[config.mk]
export PLATFORM = sky130hd
export DESIGN_NAME = hostbus_slave
export DESIGN_NICKNAME = d
export VERILOG_FILES = /design/src/rtl/hbs_pkg.sv /design/src/rtl/hbs_strap_cap.sv /design/src/rtl/hbs_timing.sv /design/src/rtl/hbs_datapath.sv /design/src/rtl/hostbus_slave.sv
export SDC_FILE = /design/constraint.sdc
export NUM_CORES = 1
export LEC_CHECK = 0
export ABC_AREA = 1
export BUFFER_PORTS_ARGS = -buffer_cell sky130_fd_sc_hd__clkbuf_2
export CORE_UTILIZATION = 32
export DETAILED_ROUTE_END_ITERATION = 10
export HOLD_SLACK_MARGIN = 0.02
export PLACE_DENSITY = 0.71
export SLEW_MARGIN = 5
export SYNTH_ARGS = -nofsm -noshare
export SYNTH_HDL_FRONTEND = slang
export SYNTH_SLANG_ARGS = --single-unit
[constraint.sdc]
create_clock -name clk -period 1.4 [get_ports clk]
set_clock_uncertainty 0.15 [all_clocks]
set_input_delay 0.28 -clock clk [delete_from_list [all_inputs] [get_ports clk]]
set_output_delay 0.28 -clock clk [all_outputs]
set_load 0.1 [all_outputs]
[src/rtl/hbs_pkg.sv]
package hbs_pkg;

  typedef enum logic [2:0] {
    ST_IDLE  = 3'd0,
    ST_ACC   = 3'd1,
    ST_RWAIT = 3'd2,
    ST_ERDY  = 3'd3,
    ST_RRDY  = 3'd4,
    ST_RDATA = 3'd5,
    ST_WRDY  = 3'd6
  } hbs_state_e;

  // captured strap fields (the width strap is dropped: bus fixed at 16 bits)
  typedef struct packed {
    logic rdy_with_data;  // strap 4
    logic wr_high;        // strap 2
    logic big_end;        // strap 1
    logic clk2x;          // strap 0
  } hbs_cfg_t;

endpackage

[src/rtl/hbs_strap_cap.sv]
module hbs_strap_cap
  import hbs_pkg::*;
#(
  parameter int NSTRAP = 5
) (
  input  logic              clk,
  input  logic              rst_n,
  input  logic [NSTRAP-1:0] strap_i,
  output hbs_cfg_t          cfg_o,
  output logic              cfg_valid_o
);

  hbs_cfg_t cfg_q, cfg_n;
  logic     valid_q, valid_n;
  logic     load_en;
  logic     width_strap_unused;

  assign width_strap_unused = strap_i[3];
  assign load_en            = ~valid_q;

  always_comb begin
    cfg_n   = cfg_q;
    valid_n = valid_q;
    if (load_en) begin
      cfg_n.rdy_with_data = strap_i[4];
      cfg_n.wr_high       = strap_i[2];
      cfg_n.big_end       = strap_i[1];
      cfg_n.clk2x         = strap_i[0];
      valid_n             = 1'b1;
    end
  end

  always_ff @(posedge clk or negedge rst_n) begin
    if (!rst_n) begin
      cfg_q   <= '0;
      valid_q <= 1'b0;
    end else begin
      cfg_q   <= cfg_n;
      valid_q <= valid_n;
    end
  end

  assign cfg_o       = cfg_q;
  assign cfg_valid_o = valid_q;

endmodule

[src/rtl/hbs_timing.sv]
module hbs_timing
  import hbs_pkg::*;
(
  input  logic     clk,
  input  logic     rst_n,
  input  hbs_cfg_t cfg_i,
  input  logic     cfg_valid_i,
  input  logic     ads_n_i,
  input  logic     cs_n_i,
  input  logic     rwc_i,
  output logic     start_o,
  output logic     cap_o,
  output logic     rdy_oe_o,
  output logic     bs16_oe_o,
  output logic     data_oe_o,
  output logic     re_o,
  output logic     we_o
);

  hbs_state_e st_q, st_n;
  logic       ph_q, ph_n;
  logic       rd_q, rd_n;
  logic       adv;
  logic       rd_sel;

  assign rd_sel  = cfg_i.wr_high ? ~rwc_i : rwc_i;
  assign start_o = (st_q == ST_IDLE) & cfg_valid_i & ~ads_n_i & ~cs_n_i;
  assign adv     = ~cfg_i.clk2x | ph_q;

  always_comb begin
    st_n = st_q;
    ph_n = 1'b0;
    rd_n = rd_q;
    if (st_q == ST_IDLE) begin
      if (start_o) begin
        st_n = ST_ACC;
        rd_n = rd_sel;
      end
    end else if (!adv) begin
      ph_n = 1'b1;
    end else begin
      unique case (st_q)
        ST_ACC:   st_n = rd_q ? (cfg_i.rdy_with_data ? ST_RWAIT : ST_ERDY) : ST_WRDY;
        ST_RWAIT: st_n = ST_RRDY;
        ST_ERDY:  st_n = ST_RDATA;
        default:  st_n = ST_IDLE;
      endcase
    end
  end

  always_ff @(posedge clk or negedge rst_n) begin
    if (!rst_n) begin
      st_q <= ST_IDLE;
      ph_q <= 1'b0;
      rd_q <= 1'b0;
    end else begin
      st_q <= st_n;
      ph_q <= ph_n;
      rd_q <= rd_n;
    end
  end

  always_comb begin
    bs16_oe_o = (st_q != ST_IDLE);
    rdy_oe_o  = (st_q == ST_ERDY) | (st_q == ST_RRDY) | (st_q == ST_WRDY);
    data_oe_o = (st_q == ST_RRDY) | (st_q == ST_RDATA);
    re_o      = (st_q == ST_ACC) & rd_q & adv;
    we_o      = (st_q == ST_WRDY) & adv;
    cap_o     = ((st_q == ST_RWAIT) | (st_q == ST_ERDY)) & adv;
  end

endmodule

[src/rtl/hbs_datapath.sv]
module hbs_datapath #(
  parameter int AW = 11,
  parameter int DW = 16
) (
  input  logic          clk,
  input  logic          rst_n,
  input  logic          start_i,
  input  logic          cap_i,
  input  logic          big_end_i,
  input  logic [AW-1:0] addr_i,
  input  logic [DW-1:0] data_i,
  input  logic [DW-1:0] reg_rdata_i,
  input  logic          irq_req_i,
  input  logic          irq_pol_i,
  output logic [AW-1:0] reg_addr_o,
  output logic [DW-1:0] reg_wdata_o,
  output logic [DW-1:0] data_o,
  output logic          int_o
);

  localparam int NB = DW / 8;

  logic [AW-1:0] addr_q, addr_n;
  logic [DW-1:0] rdat_q, rdat_n;
  logic          int_q, int_n;
  logic [DW-1:0] rd_sw, wr_sw;

  for (genvar b = 0; b < NB; b++) begin : g_lane
    assign rd_sw[b*8 +: 8] = rdat_q[(NB-1-b)*8 +: 8];
    assign wr_sw[b*8 +: 8] = data_i[(NB-1-b)*8 +: 8];
  end

  always_comb begin
    addr_n = start_i ? addr_i : addr_q;
    rdat_n = cap_i ? reg_rdata_i : rdat_q;
    int_n  = irq_pol_i ? irq_req_i : ~irq_req_i;
  end

  always_ff @(posedge clk or negedge rst_n) begin
    if (!rst_n) begin
      addr_q <= '0;
      rdat_q <= '0;
      int_q  <= 1'b0;
    end else begin
      addr_q <= addr_n;
      rdat_q <= rdat_n;
      int_q  <= int_n;
    end
  end

  assign reg_addr_o  = addr_q;
  assign reg_wdata_o = big_end_i ? wr_sw : data_i;
  assign data_o      = big_end_i ? rd_sw : rdat_q;
  assign int_o       = int_q;

endmodule

[src/rtl/hostbus_slave.sv]
module hostbus_slave
  import hbs_pkg::*;
#(
  parameter int AW     = 11,
  parameter int DW     = 16,
  parameter int NSTRAP = 5
) (
  input  logic              clk,
  input  logic              rst_n,
  input  logic [NSTRAP-1:0] strap_i,
  input  logic              ads_n_i,
  input  logic              cs_n_i,
  input  logic              rwc_i,
  input  logic [AW-1:0]     addr_i,
  input  logic [DW-1:0]     data_i,
  output logic [DW-1:0]     data_o,
  output logic              data_oe_o,
  output logic              rdy_oe_o,
  output logic              bs16_oe_o,
  output logic              int_o,
  output logic [AW-1:0]     reg_addr_o,
  output logic [DW-1:0]     reg_wdata_o,
  output logic              reg_we_o,
  output logic              reg_re_o,
  input  logic [DW-1:0]     reg_rdata_i,
  input  logic              irq_req_i,
  input  logic              irq_pol_i
);

  hbs_cfg_t strap_cfg;
  logic     strap_valid;
  logic     xfer_start;
  logic     rdat_cap;

  hbs_strap_cap #(.NSTRAP(NSTRAP)) u_strap (
    .clk         (clk),
    .rst_n       (rst_n),
    .strap_i     (strap_i),
    .cfg_o       (strap_cfg),
    .cfg_valid_o (strap_valid)
  );

  hbs_timing u_timing (
    .clk         (clk),
    .rst_n       (rst_n),
    .cfg_i       (strap_cfg),
    .cfg_valid_i (strap_valid),
    .ads_n_i     (ads_n_i),
    .cs_n_i      (cs_n_i),
    .rwc_i       (rwc_i),
    .start_o     (xfer_start),
    .cap_o       (rdat_cap),
    .rdy_oe_o    (rdy_oe_o),
    .bs16_oe_o   (bs16_oe_o),
    .data_oe_o   (data_oe_o),
    .re_o        (reg_re_o),
    .we_o        (reg_we_o)
  );

  hbs_datapath #(.AW(AW), .DW(DW)) u_data (
    .clk         (clk),
    .rst_n       (rst_n),
    .start_i     (xfer_start),
    .cap_i       (rdat_cap),
    .big_end_i   (strap_cfg.big_end),
    .addr_i      (addr_i),
    .data_i      (data_i),
    .reg_rdata_i (reg_rdata_i),
    .irq_req_i   (irq_req_i),
    .irq_pol_i   (irq_pol_i),
    .reg_addr_o  (reg_addr_o),
    .reg_wdata_o (reg_wdata_o),
    .data_o      (data_o),
    .int_o       (int_o)
  );

endmodule

# Yosys cells after proc, flatten, opt, wreduce, memory -nomap -nowiden
# Index checks and enable logic that the tools add are counted.
[word_totals] reg_bits=38 inputBits=55 output_inout_bits=49 wordCells=52
[op_classes] n_eq_ne=7 n_mux=12 bitwise_logic=17 n_reduce_logical=5
[op_table] operator="$mux 16" count=2
[op_table] operator="$mux 3" count=4
[op_table] operator="$eq 3x3->1 const B" count=3
[op_table] operator="$pmux 3 s3" count=1
[op_table] operator="$and 1x1->1" count=7
[op_table] operator="$eq 3x2->1 const B" count=2
[op_table] operator="$mux 1" count=5
[op_table] operator="$not 1->1" count=5
[op_table] operator="$or 1x1->1" count=5
[op_table] operator="$reduce_and 2->1" count=2
[op_table] operator="$eq 3x1->1 const B" count=1
[op_table] operator="$logic_not 3->1" count=1
[op_table] operator="$reduce_bool 3->1" count=1
[op_table] operator="$ne 2x1->1 const B" count=1
[op_table] operator="$reduce_bool 2->1" count=1

# Logic depth before layout (Yosys ltp)
[depth] ltp_word=6 depth_mapped=8 depth_no_buf=7

# Cells and area by module
# A second synthesis with hierarchy kept.
[hier_totals] cells_unflattened=293 area_unflattened_um2=2095.8
[modules_own_cells] module="hbs_datapath" n_inst=1 cells_each=225 area_each_um2=1574.0 seq_area_each_um2=700.7
[modules_own_cells] module="hbs_timing" n_inst=1 cells_each=49 area_each_um2=344.1 seq_area_each_um2=125.1
[modules_own_cells] module="hbs_strap_cap" n_inst=1 cells_each=19 area_each_um2=177.7 seq_area_each_um2=125.1

# Least setup slack after synthesis
# No wires, ideal clock.
[synth_path] kind="flip-flop to output port" from="register u_strap.cfg_q (netlist bit u_strap.cfg_o[1])" to="output data_o[10]" arrival_time_ns=2.816 required_ns=0.970 path_slack_ns=-1.846 path_stages_with_launch=4 n_path_buf=2 path_cell_list="dfrtp_1 -> buf_2 -> clkbuf_1 -> o21ai_0"
[synth_between] elab_chain_len=1
[synth_lines] item="start: declaration" line_no="hbs_strap_cap.sv:13" text="hbs_cfg_t cfg_q, cfg_n;"
[synth_lines] item="start signal: assignment" line_no="hbs_strap_cap.sv:38" text="cfg_q <= cfg_n;"
[synth_lines] item="$mux 16" line_no="hbs_datapath.sv:53" text="assign data_o = big_end_i ? rd_sw : rdat_q;"
[synth_lines] item="end: declaration" line_no="hostbus_slave.sv:16" text="output logic [DW-1:0] data_o,"
# Every way passes these cells.

# Worst setup path in the final report
[layout_path] from="register u_strap.cfg_q (netlist bit u_strap.cfg_o[1])" to="output reg_wdata_o[5]"
[layout_between] elab_chain_len=1
[layout_lines] item="$mux 16" line_no="hbs_datapath.sv:52" text="assign reg_wdata_o = big_end_i ? wr_sw : data_i;"
[layout_lines] item="end: declaration" line_no="hostbus_slave.sv:22" text="output logic [DW-1:0] reg_wdata_o,"
# Every way passes these cells.

==> results.cfg <==
[logic_synthesis]
ys_ff_latch = 38
yosysUniqueCellTypes = 25
ys_async_sr_fraction = 1.000
synth_edf_count = 0
synthCells = 254
netlist_area_um2 = 2018
yosys_most_used_dff = dfrtp_1
synth_nets = 309
yosys_warnings = 0
synth.most_common_cell = nand2_1
avgSynthCellArea_um2 = 7.946
synth_seq_area_share = 0.4712
synth_top_area_share = 0.4712
synth_area_leader_cell = dfrtp_1
ys_top_cells_by_area = dfrtp_1 47%, nand2_1 13%, nand3_1 6.2%
synth.top_cells.by_count = 68 x nand2_1, 38 x dfrtp_1, 26 x nor2_1

[cells_and_area]
finalNonFillerCells = 462
areaGrowthSynthToFinish_pct = 131.4
drive_gt1_frac = 0.7339
fin_nets = 441
n_antenna_cell = 0
post-route-cell-area_um2 = 4669
fill_cells = 377
final_util = 0.7794

[worst_setup_path]
critical_path_class = flip-flop to output pin
cp-start-kind = flip-flop
critical_path.endpoint = reg_wdata_o[5]
crit_top_cell = buf_12
crit_path_max_fanout = 22
cp-startpoint = u_strap.cfg_o[1]$_DFFE_PN0N_
r2r-start = u_timing.st_q[2]$_DFFE_PN0P_
path_depth = 4
cp_slowest_cell = dfrtp_4
slowest_delay_ns = 0.47
cp_top_family = flip-flops
worstSetupEndpointType = output pin
cp.buffers_inverters = 2
rr_worst_depth = 10
reg2reg_to = u_timing.st_q[1]$_DFFE_PN0P_
required_ns = 0.97
crit_chain = buf_12 -> nor2_2 -> a21oi_4 -> buf_12
reg2reg_setup_slack_ns = -0.29
worstPathArrival_ns = 1.42

[sta]
finalHoldViolCount = 0
layout_setup_ws_ns = -0.4466
fmax_mhz = 541.5
fin_crit_ns = 1.847
final-max-slew-violation-count = 0
rsz0062_at_grt = true
hold_slack_ns = 0.04045
setup_viol = 55
finalCritPeriodShare = 1.319

[clocking]
path_clk_slew_ns = 0.07
insertion_delay_ns = 0.29
h-tree-depth = 2
clk_path_buf_depth = 2
cts_root_buffer = clkbuf_8
clock_sinks = 38
cts_buffers = 5
cts_tree = yes

[pwr]
ir_drop_v = 0.002217
leakage_nw = 2.081
powerDensity_nw_per_um2 = 2583

[grt]
grt_pass1_vias = 2209
grt_usage = 0.1956
grt_pass1_wl_mm = 9.936
grt_max_degree = 39
gr-total-overflow = 0
antenna_found_initial = 0

[floorplanning]
dieArea_um2 = 6628
coreArea_um2 = 5991
initial_core_util = 0.3369
pin_count = 104
rows = 28
die_width_um = 81.42
die_h_um = 81.42

[worst_hold_path]
hold_class = input pin to flip-flop
holdCritStartpoint = irq_pol_i

[drt]
wl_mm = 6.833
wl_per_cell_um = 14.79
drt_iter0_markers = 48
drc = 0
viasPerCell = 4.814
drt_first_pass_iters = 4
antenna_left = 0
num_vias = 2224

[placed_design]
portBuffers = 102
gp_congestion = 0.8338
post_dp_cell_area_um2 = 3906
hpwl_mm = 4.373
place_inst = 436

[status]
status = complete, but fails checks
failed_checks = negative setup slack

[flow_run]
drv_cap = 0
==> through the flow <==
step	setup WS (ns)	setup TNS (ns)	power [mW]
final	-0.4466	-18.46	12.06
after detailed placement	-0.1724	-5.952	9.849
after CTS	-0.4468	-17.52	11.48
after global placement	-0.1409	-5.012	9.715
after floorplan	-0.3040	-11.58	7.109
after global routing	-0.5001	-21.20	12.51
==> timing repair <==
action	CTS	global route
setup endpoints to repair	57	70
endpoints found under the hold margin	39	0
resized for setup	70	63
gates cloned	2	3
hold buffers	2	0
setup buffers	9	3
pin swaps	19	16
==> final cells by class <==
type / count / area [µm²] / share of cell area
multi-input combinational: 182 / 1732 / 0.3708
sequential: 38 / 962.2 / 0.2061
timing repair buffer: 136 / 1683 / 0.3604
tap: 75 / 93.84 / 0.02010
inverter: 23 / 108.9 / 0.02331
clock buffer: 8 / 90.09 / 0.01929
==> worst min path at each step <==
stage	depth (start not counted)	to	slack, ns
after global placement	2	u_strap.cfg_o[3]$_DFFE_PN0N_	0.12
after detailed placement	2	u_strap.cfg_o[3]$_DFFE_PN0N_	0.12
final	2	u_data.int_o$_DFF_PN0_	0.04
after global routing	2	u_data.int_o$_DFF_PN0_	0.04
after CTS	2	u_data.int_o$_DFF_PN0_	0.03
after floorplan	0	u_data.int_o$_DFF_PN0_	-0.17
==> report_power, final <==
part | switching [mW] | internal (mW) | total, mW
sequential | 0.539 | 1.56 | 2.10
clock | 0.363 | 0.402 | 0.764
combinational | 5.73 | 3.46 | 9.19
total | 6.64 | 5.42 | 12.1
==> logic make-up (layout without fill, tap and decap cells) <==
kind of cell / count (synthesis) / count (layout) / synth area share
compound gates: 42 / 42 / 0.1203
xor+xnor: 2 / 2 / 0.008681
buf+inv: 37 / 167 / 0.08741
flops: 38 / 38 / 0.4712
mux: 4 / 4 / 0.02232
other cells: 1 / 1 / 0.001858
simple gates: 130 / 133 / 0.2883
==> routing by layer <==
metal	track usage	vias to the layer above	routed length, µm
li1	-	1076	-
met1	0.2060	1040	2414
met2	0.3575	95	3654
met3	0.07667	13	667
met4	0.05536	0	96
met5	0	-	0
==> state kept, by name (all words and copies together) (netlist names) <==
name and cells:
u_timing.rd_q 1, u_data.int_o 1, u_data.reg_addr_o 11, u_data.rdat_q 16
u_timing.st_q 3, u_timing.ph_q 1, u_strap.cfg_o 4, u_strap.cfg_valid_o 1
==> cell usage in the layout, fill, tap and decap left out, types with 13 or more instances in the layout <==
cell,Yosys,layout
nand2_1,68,29
nor2_4,0,17
o21ai_4,0,16
nand2_2,1,26
nand3_1,25,14
nand2_4,2,13
a21oi_4,0,16
buf_12,0,56
inv_1,21,18
dfrtp_1,38,31
clkbuf_2,0,53
No activity file was read; power rests on OpenSTA's default activity.
